## src/rtl/load_lane_merge.sv

```systemverilog
module load_lane_merge (
  input  logic [5:0]  op_code,
  input  logic [1:0]  addr_lo,
  input  logic [31:0] mem_word,
  input  logic [31:0] reg_old,
  output logic [31:0] wb_value
);
  localparam logic [5:0] OP_LB  = 6'b100000;
  localparam logic [5:0] OP_LBU = 6'b100100;
  localparam logic [5:0] OP_LH  = 6'b100001;
  localparam logic [5:0] OP_LHU = 6'b100101;
  localparam logic [5:0] OP_LW  = 6'b100011;
  localparam logic [5:0] OP_LWL = 6'b100010;
  localparam logic [5:0] OP_LWR = 6'b100110;

  logic [3:0]  lane;
  logic        is_load;
  logic [7:0]  byte_pick;
  logic [15:0] half_pick;
  logic [31:0] left_val, right_val;
  logic        s_lb, s_lbu, s_lh, s_lhu, s_lw, s_lwl, s_lwr;

  assign lane = {addr_lo == 2'd3, addr_lo == 2'd2, addr_lo == 2'd1, addr_lo == 2'd0};

  assign is_load = op_code[5] & ~op_code[3];
  assign s_lb  = is_load & (op_code == OP_LB);
  assign s_lbu = is_load & (op_code == OP_LBU);
  assign s_lh  = is_load & (op_code == OP_LH);
  assign s_lhu = is_load & (op_code == OP_LHU);
  assign s_lw  = is_load & (op_code == OP_LW);
  assign s_lwl = is_load & (op_code == OP_LWL);
  assign s_lwr = is_load & (op_code == OP_LWR);

  assign byte_pick = ({8{lane[0]}} & mem_word[7:0])
                   | ({8{lane[1]}} & mem_word[15:8])
                   | ({8{lane[2]}} & mem_word[23:16])
                   | ({8{lane[3]}} & mem_word[31:24]);

  assign half_pick = ({16{lane[0]}} & mem_word[15:0])
                   | ({16{lane[2]}} & mem_word[31:16]);

  assign left_val  = ({32{lane[3]}} & mem_word)
                   | ({32{lane[2]}} & {mem_word[23:0], reg_old[7:0]})
                   | ({32{lane[1]}} & {mem_word[15:0], reg_old[15:0]})
                   | ({32{lane[0]}} & {mem_word[7:0],  reg_old[23:0]});

  assign right_val = ({32{lane[0]}} & mem_word)
                   | ({32{lane[1]}} & {reg_old[31:24], mem_word[31:8]})
                   | ({32{lane[2]}} & {reg_old[31:16], mem_word[31:16]})
                   | ({32{lane[3]}} & {reg_old[31:8],  mem_word[31:24]});

  assign wb_value = ({32{s_lb}}  & {{24{byte_pick[7]}}, byte_pick})
                  | ({32{s_lbu}} & {24'd0, byte_pick})
                  | ({32{s_lh}}  & {{16{half_pick[15]}}, half_pick})
                  | ({32{s_lhu}} & {16'd0, half_pick})
                  | ({32{s_lw}}  & mem_word)
                  | ({32{s_lwl}} & left_val)
                  | ({32{s_lwr}} & right_val);
endmodule

```

## config.mk

```make
export PLATFORM = sky130hd
export DESIGN_NAME = load_lane_merge
export DESIGN_NICKNAME = d
export VERILOG_FILES = /design/src/rtl/load_lane_merge.sv
export SDC_FILE = /design/constraint.sdc
export NUM_CORES = 1
export LEC_CHECK = 0
export ABC_AREA = 0
export BUFFER_PORTS_ARGS = -buffer_cell sky130_fd_sc_hd__clkbuf_2
export CAP_MARGIN = 20
export CELL_PAD_IN_SITES_DETAIL_PLACEMENT = 0
export CELL_PAD_IN_SITES_GLOBAL_PLACEMENT = 1
export CORE_MARGIN = 1
export CORE_UTILIZATION = 34
export DETAILED_ROUTE_END_ITERATION = 7
export PLACE_DENSITY = 0.95
export SETUP_SLACK_MARGIN = 0.2
export SLEW_MARGIN = 20
export SYNTH_ARGS = -nofsm -noshare
export SYNTH_HDL_FRONTEND = slang
export SYNTH_SLANG_ARGS = --single-unit
export TNS_END_PERCENT = 20
```

## constraint.sdc

```tcl
create_clock -name vclk -period 10.54
set_input_delay 3.162 -clock vclk [all_inputs]
set_output_delay 3.162 -clock vclk [all_outputs]
set_load 0.01 [all_outputs]
```

==> results of run 1 <==
[cell usage in the layout, fill, tap and decap left out, drive strengths merged, types with 3 or more instances in the layout]
| master | n |
|---|---|
| clkbuf | 104 |
| nand2 | 19 |
| o22ai | 11 |
| inv | 3 |
| mux4 | 11 |
| nor3b | 4 |
| o211ai | 5 |
| a2111o | 3 |
| nor3 | 3 |
| nor2 | 8 |
| mux2 | 10 |
| nand2b | 6 |
| a211o | 3 |
| a221o | 8 |
| nand3 | 10 |
| a211oi | 4 |
| o2111ai | 6 |
| mux2i | 32 |
| a22oi | 11 |
| o21ai | 13 |
| buf | 4 |
| a21o | 5 |
[area by class of cell]
| cell class | instances | area (um^2) | share of cell area [%] |
|---|---|---|---|
| Timing Repair Buffer | 108 | 551 | 24.3 |
| Inverter | 3 | 11.3 | 0.498 |
| Tap cell | 67 | 83.8 | 3.71 |
| Multi-Input combinational cell | 191 | 1620 | 71.4 |
[power groups by stage]
stage | Clock, mW | Combinational, mW | Sequential (mW)
floorplan | 0 | 0.0422 | 0
global placement | 0 | 0.0684 | 0
detailed placement | 0 | 0.0698 | 0
CTS | 0 | 0.0701 | 0
global route | 0 | 0.0761 | 0
finish | 0 | 0.0708 | 0
[Yosys cell counts, types with 2 or more instances]
master / count / area, um^2
a2111o_1: 3 / 33.8
a211o_1: 3 / 26.3
a211oi_1: 3 / 22.5
a21o_1: 5 / 37.5
a221o_1: 8 / 80.1
a22oi_1: 11 / 82.6
buf_1: 2 / 7.51
buf_2: 12 / 60.1
buf_6: 2 / 22.5
clkbuf_1: 3 / 11.3
inv_1: 3 / 11.3
mux2_2: 10 / 113
mux2i_1: 32 / 320
mux4_2: 11 / 248
nand2_1: 19 / 71.3
nand2b_1: 6 / 37.5
nand3_1: 10 / 50.1
nor2_1: 8 / 30.0
nor3_1: 3 / 15.0
nor3b_1: 3 / 22.5
o2111ai_1: 6 / 52.6
o211ai_1: 5 / 37.5
o21ai_0: 12 / 60.1
o22ai_1: 11 / 68.8
or2_2: 2 / 12.5
or3_1: 2 / 12.5
[kinds of logic after synthesis]
group,synth area share [%]
AO/OA/AOI/OAI,34.0
buffers and inverters,6.92
multiplexers,39.2
AND/OR/NAND/NOR,19.8
[worst max-delay path, cell delays in order]
cell	delay, ps
clkbuf_2	680
mux4_2	650
nor2b_1	160
o21ai_2	630
o2111ai_1	220
clkbuf_2	190
[routing by layer]
metal  up-vias  global-route usage (%)  part of all wire [%]
met2       135                    40.3                    48
met5         -                       0                     0
met4         0                    2.35                  0.58
met1      1069                    32.3                    43
met3         4                   0.549                   7.7
li1       1060                       -                     -
[path summary, 6_finish.rpt]
path               startpoint            to  slack (ps)  depth (start not counted)
setup / recovery   addr_lo[0]  wb_value[27]        1670                          6
hold / removal    reg_old[24]  wb_value[24]        6640                          4
==> qor.txt, run 1 <==
status = finished, final reports clean
post-CTS setup buffer count = 0
period utilisation layout = 84.2%
Cell Area, Placed = 2260 um^2
Hold Violations, Final = 0
sequential power share = 0%
nets = 376
combinational group share of total power = 100.0%
Initial Util = 36.0%
Crit. End Element = output pin
Post-DP HPWL = 4.89 mm
switching power total = 0.0362 mW
maximum VDD drop = 0.0000150 V
WS Path Type = in -> out
Die Span Y = 73.4 um
die area = 5390 um^2
antenna violations before repair = 0
total number of vias = 2,268
Design Power = 0.0708 mW
ANT cells = 0
Worst Tran Pin Value = 1060 ps
sw frac = 51.2%
hold_ws = 6640 ps
Post-Syn Area per Cell = 8.11 um^2
power per cell area = 31.3 nW/um^2
vias per std cell = 6.15
Placer Congestion = 0.836
total iterations of the first detailed-routing run = 5
Slew Limit Fails = 0
first-pass GRT wire length = 9.83 mm
PostCTS Resize Cnt = 0
Mapped Area = 1740 um^2
max cap viols = 0
Seq/Total Area, Yosys = 0%
area taken by flip-flops and latches = 0 um^2
final wirelength = 6.61 mm
Yosys Warn Count = 0
drc violations = 0
Netlist cell types = 45
GR Util All Layers = 22.9%
WP data arrival = 5710 ps
largest net degree at the start of global routing = 36
# clk buffers = 0
First DRT Iteration DRCs = 205
Post-Syn Nets = 286
Final ANT Viol Nets = 0
highest clock rate = 113 MHz
grt ovf = 0
Layout Cells excl Fill = 369
routed length per instance = 17.9 um
RSZ-0062 raised after global routing = no
CP max FO = 35
total negative setup slack = 0 ps
Rows = 25
time the worst path needs with I/O delays and setup = 8870 ps
number of global-route vias before repair = 2,020
CP required = 7380 ps
# setup viols final = 0
setup slack after layout = 1670 ps
worst rel slew slack = 28.7%
core box area = 4820 um^2
Die Span X = 73.4 um
Pint = 0.0345 mW
Seq cells = 0
io pins = 104
I/O Buffers = 104
Mapped Cells = 214
CP Launch Type = input pin
leakage power = 1.18 nW
Syn-to-layout area delta = 30.3%
min-delay worst type = in -> out
Placed Cells = 369
Clk network pwr share = 0%
DP Worst Slack = 1660 ps
Final Util = 46.9%
ratio of cells with drive above 1 in the final layout = 46.4%
cts hold-fix bufs = 0
post-route cell area = 2260 um^2
FILL cells = 516
Note: power is estimated with default switching activity, not from simulation.
==> run 2: changes to the inputs <==
--- a/config.mk
+++ b/config.mk
@@ -11,9 +11,9 @@
 export CELL_PAD_IN_SITES_DETAIL_PLACEMENT = 0
 export CELL_PAD_IN_SITES_GLOBAL_PLACEMENT = 1
 export CORE_MARGIN = 1
-export CORE_UTILIZATION = 34
+export CORE_UTILIZATION = 29
 export DETAILED_ROUTE_END_ITERATION = 7
-export PLACE_DENSITY = 0.95
+export PLACE_DENSITY = 0.87
 export SETUP_SLACK_MARGIN = 0.2
 export SLEW_MARGIN = 20
 export SYNTH_ARGS = -nofsm -noshare
==> constraint.sdc (replaced) <==
create_clock -name vclk -period 7.45
set_input_delay 2.235 -clock vclk [all_inputs]
set_output_delay 2.235 -clock vclk [all_outputs]
set_load 0.01 [all_outputs]
==> run 2 against run 1 <==
Net effect: final area grew 1.6%; cell count grew 2.4%; via count shrank 1.1%; utilization shrank 6.2 points; die area grew 17%.
==> qor.txt, run 2 (synthesis gave the netlist of run 1 again) <==
Initial Util = 30.8% (-5.3 points)
antenna violations before repair = 0 (unchanged)
drc violations = 0 (unchanged)
# setup viols final = 0 (unchanged)
Pint = 0.0494 mW (+43%)
Crit. End Element = output pin
Layout Cells excl Fill = 378 (+2.4%)
commonest non-fill, non-tap cell in the layout = clkbuf_2
Slew Limit Fails = 0 (unchanged)
total negative setup slack = 0 ps (unchanged)
Clk network pwr share = 0% (unchanged)
final wirelength = 6.82 mm (+3.2%)
# clk buffers = 0 (unchanged)
CP Depth = 6 (unchanged)
worst-path cell chain = clkbuf_2, mux4_2, nor2b_1, o21ai_2, o2111ai_1, clkbuf_2
First DRT Iteration DRCs = 183 (-11%)
Hold Violations, Final = 0 (unchanged)
Rows = 27 (+8.0%)
CP delay by family, top = compound AO/OA/AOI/OAI gates
WP data arrival = 4490 ps (-1220 ps)
combinational group share of total power = 100.0% (about the same)
vias per std cell = 5.93 (-3.5%)
slowest stage cell, crit path = o21ai_2
first-pass GRT wire length = 10.4 mm (+6.0%)
ratio of cells with drive above 1 in the final layout = 47.1% (+0.70 points)
Die Span X = 79.4 um (+8.0%)
critical path's largest stage delay = 670 ps (about the same)
routed length per instance = 18.0 um (+0.74%)
Post-DP HPWL = 5.16 mm (+5.6%)
Seq cells = 0 (unchanged)
status = finished, final reports clean
PostCTS Resize Cnt = 0 (unchanged)
min-delay worst type = in -> out
leakage power = 1.20 nW (+1.7%)
number of global-route vias before repair = 2,049 (+1.4%)
total iterations of the first detailed-routing run = 4 (-1)
CP required = 5220 ps (-2160 ps)
CP Launch Type = input pin
crit path capture = wb_value[25]
max cap viols = 0 (unchanged)
sequential power share = 0% (unchanged)
WS Path Type = in -> out
most frequent cells in the layout = clkbuf_2 (104), mux2i_1 (32), nand2_1 (19)
cts hold-fix bufs = 0 (unchanged)
ANT cells = 0 (unchanged)
area taken by flip-flops and latches = 0 um^2 (unchanged)
I/O Buffers = 104 (unchanged)
Placer Congestion = 0.848 (+1.5%)
highest clock rate = 149 MHz
RSZ-0062 raised after global routing = no
Final ANT Viol Nets = 0 (unchanged)
Placed Cells = 378 (+2.4%)
GR Util All Layers = 20.7% (-2.3 points)
CP bufs+invs = 2 (unchanged)
maximum VDD drop = 0.0000200 V (+34%)
total number of vias = 2,242 (-1.1%)
grt ovf = 0 (unchanged)
core box area = 5640 um^2 (+17%)
nets = 380 (+1.1%)
power per cell area = 43.9 nW/um^2 (+40%)
worst rel slew slack = 37.1% (+8.4 points)
Syn-to-layout area delta = 32.4%
Die Span Y = 79.4 um (+8.0%)
critical path startpoint = addr_lo[0]
sw frac = 51.0% (-0.21 points)
switching power total = 0.0514 mW (+42%)
CP dominant cell by count = clkbuf_2
CP max FO = 17 (-51%)
hold_ws = 4800 ps (-1840 ps)
time the worst path needs with I/O delays and setup = 6720 ps
die area = 6300 um^2 (+17%)
post-CTS setup buffer count = 0 (unchanged)
period utilisation layout = 90.3%
Worst Tran Pin Value = 938 ps (-123 ps)
io pins = 104 (unchanged)
largest net degree at the start of global routing = 28 (-22%)
[run 2: metal layers]
| layer | up-vias | GRT usage (%) | share of wire [%] |
|---|---|---|---|
| met5 | - | 0 | 0 |
| li1 | 1065 | - | - |
| met3 | 4 | 1.49 | 8.1 |
| met1 | 1060 | 30.3 | 44 |
| met4 | 0 | 2.36 | 0.60 |
| met2 | 113 | 33.7 | 47 |
[run 2: final cells by class]
type                       count  area, um^2
inverter                       3        11.3
multi-input combinational    191        1620
tap                           72        90.1
timing repair buffer         112         581
fill                         600        3340
[run 2: metrics by stage]
stage          cell area, um^2  util (%)  worst slack, ps  power (mW)
2_1_floorplan             1740         -             1470      0.0597
6_report                  2300      40.7              726       0.101
3_5_place_dp              2300      40.7              803      0.0995
4_1_cts                   2300      40.7              792       0.100
5_1_grt                   2300      40.7              630       0.109
3_3_place_gp              2300      40.7              820      0.0984
[run 2: power by group through the flow]
| stage | Sequential (mW) | Combinational [mW] | Clock (mW) |
|---|---|---|---|
| 6_report | 0 | 0.101 | 0 |
| 4_1_cts | 0 | 0.100 | 0 |
| 3_5_place_dp | 0 | 0.0995 | 0 |
| 2_1_floorplan | 0 | 0.0597 | 0 |
| 3_3_place_gp | 0 | 0.0984 | 0 |
| 5_1_grt | 0 | 0.109 | 0 |
[run 2: worst min path at each step]
stage,start,end,slack [ps],cells past startpoint
floorplan,mem_word[11],wb_value[11],4610,1
global placement,reg_old[24],wb_value[24],4790,4
detailed placement,reg_old[24],wb_value[24],4800,4
CTS,reg_old[24],wb_value[24],4800,4
global route,reg_old[24],wb_value[24],4830,4
finish,reg_old[24],wb_value[24],4800,4
